$ cat src/rtl/banked_regfile.sv
module banked_regfile #(
  parameter int DW = 32
) (
  input  logic          clk,
  input  logic          rst_n,
  input  logic          mode_we,
  input  logic [4:0]    mode_wdata,
  output logic [4:0]    mode_q,
  output logic          illegal_mode,
  input  logic          user_bank,
  input  logic [3:0]    ra_idx,
  output logic [DW-1:0] ra_data,
  input  logic [3:0]    rb_idx,
  output logic [DW-1:0] rb_data,
  input  logic          w_en,
  input  logic [3:0]    w_idx,
  input  logic [DW-1:0] w_data,
  input  logic          spsr_we,
  input  logic [DW-1:0] spsr_wdata,
  output logic [DW-1:0] spsr_rdata
);
  localparam int NPHYS = 31;
  localparam int NSAVE = 5;
  localparam logic [4:0] M_USR = 5'b10000, M_FIQ = 5'b10001, M_IRQ = 5'b10010,
                         M_SVC = 5'b10011, M_ABT = 5'b10111, M_UND = 5'b11011,
                         M_SYS = 5'b11111;

  logic [NPHYS-1:0][DW-1:0] gpr_q;
  logic [NSAVE-1:0][DW-1:0] spsr_q;
  logic [2:0] bank;
  logic [4:0] wr_phys;

  always_comb begin
    illegal_mode = 1'b0;
    case (mode_q)
      M_FIQ: bank = 3'd1;
      M_IRQ: bank = 3'd2;
      M_SVC: bank = 3'd3;
      M_ABT: bank = 3'd4;
      M_UND: bank = 3'd5;
      M_USR, M_SYS: bank = 3'd0;
      default: begin bank = 3'd0; illegal_mode = 1'b1; end
    endcase
  end

  function automatic logic [4:0] phys_of(input logic [3:0] idx, input logic [2:0] bk, input logic ub);
    logic [2:0] b;
    b = ub ? 3'd0 : bk;
    if (b == 3'd1 && idx >= 4'd8 && idx <= 4'd14)
      return 5'd8 + {1'b0, idx};
    if (b >= 3'd2 && (idx == 4'd13 || idx == 4'd14))
      return 5'd23 + {1'b0, 3'(b - 3'd2), idx[0]};
    return {1'b0, idx};
  endfunction

  assign wr_phys    = phys_of(w_idx, bank, user_bank);
  assign ra_data    = gpr_q[phys_of(ra_idx, bank, user_bank)];
  assign rb_data    = gpr_q[phys_of(rb_idx, bank, user_bank)];
  assign spsr_rdata = (bank == 3'd0) ? '0 : spsr_q[bank - 3'd1];

  always_ff @(posedge clk or negedge rst_n) begin
    if (!rst_n) begin
      mode_q <= M_SVC;
      gpr_q  <= '0;
      spsr_q <= '0;
    end else begin
      if (w_en) gpr_q[wr_phys] <= w_data;
      if (spsr_we && bank != 3'd0) spsr_q[bank - 3'd1] <= spsr_wdata;
      if (mode_we) mode_q <= mode_wdata;
    end
  end

  a_r2_mode_hold: assert property (@(posedge clk) disable iff (!rst_n)
    !mode_we |=> $stable(mode_q));
  a_r2_mode_load: assert property (@(posedge clk) disable iff (!rst_n)
    mode_we |=> mode_q == $past(mode_wdata));
  a_r7_spsr_ignored: assert property (@(posedge clk) disable iff (!rst_n)
    (mode_q == M_USR || mode_q == M_SYS || illegal_mode) |=> $stable(spsr_q));
  a_r8_write_lands: assert property (@(posedge clk) disable iff (!rst_n)
    w_en |=> gpr_q[$past(wr_phys)] == $past(w_data));
  a_r8_idle_stable: assert property (@(posedge clk) disable iff (!rst_n)
    !w_en |=> $stable(gpr_q));
  a_r4_fiq_isolated: assert property (@(posedge clk) disable iff (!rst_n)
    (w_en && mode_q == M_FIQ && !user_bank && w_idx >= 4'd8 && w_idx <= 4'd14)
      |=> $stable(gpr_q[15:0]) && $stable(gpr_q[30:23]));
endmodule

$ cat config.mk
export PLATFORM = sky130hd
export DESIGN_NAME = banked_regfile
export DESIGN_NICKNAME = d
export VERILOG_FILES = /design/src/rtl/banked_regfile.sv
export SDC_FILE = /design/constraint.sdc
export NUM_CORES = 2
export LEC_CHECK = 0
export ABC_AREA = 1
export ABC_CLOCK_PERIOD_IN_PS = 6550
export BUFFER_PORTS_ARGS = -buffer_cell sky130_fd_sc_hd__buf_4
export CAP_MARGIN = 5
export CORE_MARGIN = 2
export CORE_UTILIZATION = 26
export CTS_BUF_LIST = sky130_fd_sc_hd__clkbuf_16
export DETAILED_ROUTE_END_ITERATION = 10
export PLACE_DENSITY = 0.44
export SYNTH_ARGS = -nofsm -noshare
export SYNTH_HDL_FRONTEND = slang
export SYNTH_SLANG_ARGS = --single-unit
$ cat constraint.sdc
create_clock -name clk -period 6.55 [get_ports clk]
set_clock_uncertainty 0.05 [all_clocks]
set_input_delay 1.31 -clock clk [delete_from_list [all_inputs] [get_ports clk]]
set_output_delay 1.31 -clock clk [all_outputs]
set_load 0.01 [all_outputs]
== Word-level counts from Yosys, hierarchy flattened ==
Index checks and enable logic that the tools add are counted.
Word-level totals
  register bits: 1157
  word-level logic and storage cells: 127
Operators by class
  mux-type cells: 37
  magnitude comparators: 13
  equal/unequal tests: 14
  reductions and logical operators: 18
  $add $sub $neg: 8
Operators by type and width (number)
  $bwmux W992: 1
  $bmux W32 S5: 2
  $mux W32: 6
  $bwmux W160: 1
  $demux W32 S5: 1
  $bmux W32 S3: 1
  $demux W32 S3: 1
  $mux W5: 12
  $eq A5 B5 Y1 const B: 7
  $eq A4 B4 Y1 const B: 6
  $lt A5 B6 Y1 const B: 3
  $add A4 B4 Y5 const A: 3
  $add A5 B4 Y5 const A: 3
  $pmux W3 S5: 1
  $ge A4 B4 Y1 const B: 3
  $le A4 B4 Y1 const B: 3
  $logic_and A1 B1 Y1: 12
  $mux W1: 10
  $reduce_or A7 Y1: 1
  $ge A5 B1 Y1 const B: 1
  $lt A3 B4 Y1 const B: 1
  $eq A3 B1 Y1 const B: 1
  $ge A3 B1 Y1 const B: 1
  $ge A3 B2 Y1 const B: 1
  other kinds (6): 8

== Depth between registers and ports, before layout ==
  word-level depth: 15
  mapped depth: 24
  gate-level depth less buffers: 22

== Worst setup path after synthesis ==
No wires, ideal clock.
  path kind: input to output
  start point: in user_bank
  end point: out rb_data[10]
  buffers on the path: 2
  setup slack: 1.733 ns
  stages on the path: 18
  arrival time: 3.457 ns
  required time: 5.190 ns
  path through: inv_1 -> nand2_2 -> ha_1 -> inv_1 -> nand3_1 -> nor3_1 -> nand2_1 -> nand2_1 -> nand2_1 -> nand2_2 -> buf_2 -> clkbuf_1 -> nand3_1 -> nand2_1 -> nand2_1 -> nand3_1 -> nand3_1 -> nand2_1
Between the ends
  cells in the longest elaborated chain, start to end: 9
  elaborated cells between the ends (all ways): 16
  those cells by class: add/sub: 2; order compare: 1; eq/ne: 1; mux: 9; reduce/logical: 3
Ends and longest elaborated chain
  start: declaration: line 10  | input logic user_bank,
  $mux W3 *: line 48  | b = ub ? 3'd0 : bk;
  parallel branches: the longest is 5 deep, another holds $add A5 B4 Y5
  $mux W5 *: line 51  | if (b >= 3'd2 && (idx == 4'd13 || idx == 4'd14))
  $bmux W32 S5 *: line 58  | assign rb_data = gpr_q[phys_of(rb_idx, bank, user_bank)];
  $mux W32 (implied by the code) *: line 58
  end: declaration: line 14  | output logic [DW-1:0] rb_data,
Every way passes the cells marked *. The select of a mux whose other input is x is not followed.

== Worst setup path in the final report ==
  start point: reg mode_q[3]
  end point: out ra_data[16]
Between the ends
  cells in the longest elaborated chain, start to end: 11
  elaborated cells between the ends (all ways): 22
  those cells by class: add/sub: 2; order compare: 1; eq/ne: 6; mux: 10; reduce/logical: 3
Ends and longest elaborated chain
  start: declaration: line 8  | output logic [4:0] mode_q,
  start signal: assignment: line 69  | if (mode_we) mode_q <= mode_wdata;
  $eq A5 B5 Y1: line 35  | case (mode_q)
  $pmux W3 S5 *: line 35
  $mux W3 *: line 48
  parallel branches: the longest is 5 deep, another holds $add A5 B4 Y5
  $mux W5 *: line 51
  $bmux W32 S5 *: line 57  | assign ra_data = gpr_q[phys_of(ra_idx, bank, user_bank)];
  $mux W32 (implied by the code) *: line 57
  end: declaration: line 12  | output logic [DW-1:0] ra_data,
Marks and branches as above.

==> run metrics <==
status finished clean; Synth cell types 33; Comb pwr share 23.4%; element type at the critical path end output port; Final Net Count 10100; TritonCTS Buffers 147; power per standard cell area 278 nW/um^2; Top FF cell, synth dfrtp_1; CP arrival 5.01 ns; TritonCTS Sinks 1157; antenna viol nets, final 0; unrepaired setup endpoints after global routing true; Post-Route WL 317000 um; hold violation count in the final report 0; Starting Density 26.1%; Pint 14.4 mW; Seq/Total Area, Yosys 42.5%; final std cells w/o fill 13700; initial antenna violation count 16; top achievable clock speed 157 MHz; CTS tree built; top-area cell type share of the netlist area 42.3%; die height 516 um; switching share of power 34.3%; Worst Path Required 5.19 ns; area grow syn2layout 15.9%; routability cong. 0.846; Synth area leaders dfrtp_1 (42%), nand2_1 (20%), nand3_1 (15%); largest net degree at the start of global routing 185; row cnt 188; Post-synth EDFFs 0; worst-case clock buffer depth 3; maximum vdd drop 0.264 mV; # IOs 189; die footprint 266000 sq um; drt wl/cell 23.2 um; Power Total 22.0 mW; Avg Inst Size Synth 6.62 sq um; max-slew violations 0; layout cells sized above 1 7.23%; Period minus WS final 6.37 ns; Slew HR 21.2%; max cap viols 0; period utilization 97.2%; first-pass GRT wire length 465000 um; DRT Pass-1 Iters 6; core area 262000 sq um; asr flop ratio synth 100%; Slew @ Worst Pin 1.18 ns; Sw Pwr 7.54 mW; Clock Power Share 37.2%; Post-synth top cells nand2_1 (3611), nand3_1 (2060), dfrtp_1 (1154); largest area contributor in the netlist dfrtp_1; part of the power in registers 39.4%; # setup viols final 0; dpl hpwl 179000 um; Mapped Nets 10400; H-tree depth 4; port bufs 188; #FFs+latches synth 1157; DR DRC count 0; most frequent cell after synthesis nand2_1; number of global-route vias before repair 67900; critical path peak fanout 42; Ys Warns 0; Cell Area, Synth 68200 sq um; post-synthesis cell count 10300; grt total ovfl 0; routed vias/inst 5.12; Die W 516 um; Worst-path clk slew 0.06 ns; CP Launch Type flip-flop; Root Buffer clkbuf_16; Leakage 39.0 nW; CP Class flip-flop to output port; Initial DRC Count 7541; r2r setup slk 2.26 ns; hold buffer count at CTS 0; All-Layer GR Usage 23.2%; detailed-route via count 70000; Hold Crit Class input pin to async pin; post-placement cell count 13400; Skew-Pair Late Insertion Delay 0.85 ns
## layout by cell type, fill, tap and decap left out, types with 4 or more instances in the layout
cell        Yosys  layout
nand2_1      3611    3591
clkinv_1        0      27
nor2_1        172     168
nand3_2         5      15
nand3_1      2060    2050
ha_1            7       7
inv_1        1060    1094
clkinv_2        0      25
o21ai_4         1       5
nor2_2         11       4
buf_12          0      84
nand2_4         0      12
clkinv_16       0      10
diode_2         0       9
nand2_8         0       4
nor2_4          5      16
a31oi_1        32      32
bufinv_16       0      11
nor4_1         35      35
clkbuf_16       0     160
clkinvlp_4      0       4
buf_6           0       8
o21ai_0       896     894
inv_2          18      15
dfrtp_1      1154    1154
nand2_2        28      32
nand4_1         6       6
buf_4           0     292
buf_16          0      15
o21ai_1       241     241
a21oi_1        98      98
## final timing paths
path / startpoint / to / depth (start not counted)
setup reg to reg: mode_q[3] / gpr_q[344] / 21
hold / removal: rst_n / gpr_q[804] / 1
hold reg to reg: spsr_q[37] / spsr_q[37] / 2
setup / recovery: mode_q[3] / ra_data[16] / 25
min in group clk: spsr_q[37] / spsr_q[37] / 2
max in group asynchronous: rst_n / spsr_q[133] / 2
## through the flow
step                      setup slack [ns]  instance area (sq um)  hold slack, ns  util, %  setup TNS [ns]
after floorplan                       1.73                  68200           0.403        -               0
after global placement               0.484                  73600           0.416     28.2               0
after detailed placement             0.460                  73600           0.423     28.2               0
after CTS                          0.00210                  78500           0.418     30.0               0
after global routing              -0.00573                  79100           0.446     30.2         -0.0143
final                                0.184                  79100           0.426     30.2               0
## power by group through the flow
stage	Combinational, mW	Clock, mW	Sequential [mW]
floorplan	3.26	0	8.64
global placement	4.98	0	8.74
detailed placement	5.02	0	8.76
CTS	5.04	8.37	8.64
global route	5.79	8.65	8.77
finish	5.14	8.18	8.65
## logic make-up after synthesis
logic type,count (synthesis),share of synthesized area [%]
compound gates,1274,9.45
xor+xnor,4,0.0514
fa+ha+maj,7,0.128
buf+inv,1918,10.9
flops,1157,42.5
simple gates,5941,37.0
## state kept, by name (all words and copies together), names as in the netlist
name	flops
spsr_q	160
gpr_q	992
mode_q	5
## area by class of cell
class	count	area, sq um
inverters	1078	4080
clock buffers	147	3680
flip-flops and latches	1157	29000
diodes	9	22.5
multi-input cells	7226	32100
fillers	28800	182000
well taps	3515	4400
repair buffers	412	4700
clock inverters	117	1100
## routing by layer
layer	vias to the layer above	GRT usage (%)	part of all wire, %
li1	32200	-	-
met1	33900	31.5	44
met2	3246	36.4	44
met3	611	3.49	7.7
met4	8	10.0	4.2
met5	-	0	0.018
## critical path, cell delays in order, from the launching register on
cell     delay, ns
dfrtp_1       0.40
inv_1         0.08
nand2_2       0.12
nand2_1       0.10
nor2_4        0.20
inv_1         0.14
nor2_1        0.17
inv_1         0.06
ha_1          0.19
inv_1         0.11
nand3_1       0.19
nor3_4        0.26
nand2_1       0.09
nand2_1       0.11
nand2_4       0.17
nand2_4       0.21
buf_12        0.17
buf_12        0.26
nand2_1       0.11
nand3_1       0.09
nand2_1       0.06
nand2_1       0.05
nand3_1       0.08
nand3_1       0.25
nand2_1       0.25
buf_4         0.22
## timing repair
item | in CTS | in global routing
cloned | 0 | 13
setup buffers | 0 | 5
setup endpoints to repair | 54 | 63
pin swaps | 0 | 1
resized for setup | 5 | 41
hold endpoints to repair | 0 | 0
No activity file was read; power rests on OpenSTA's default activity.
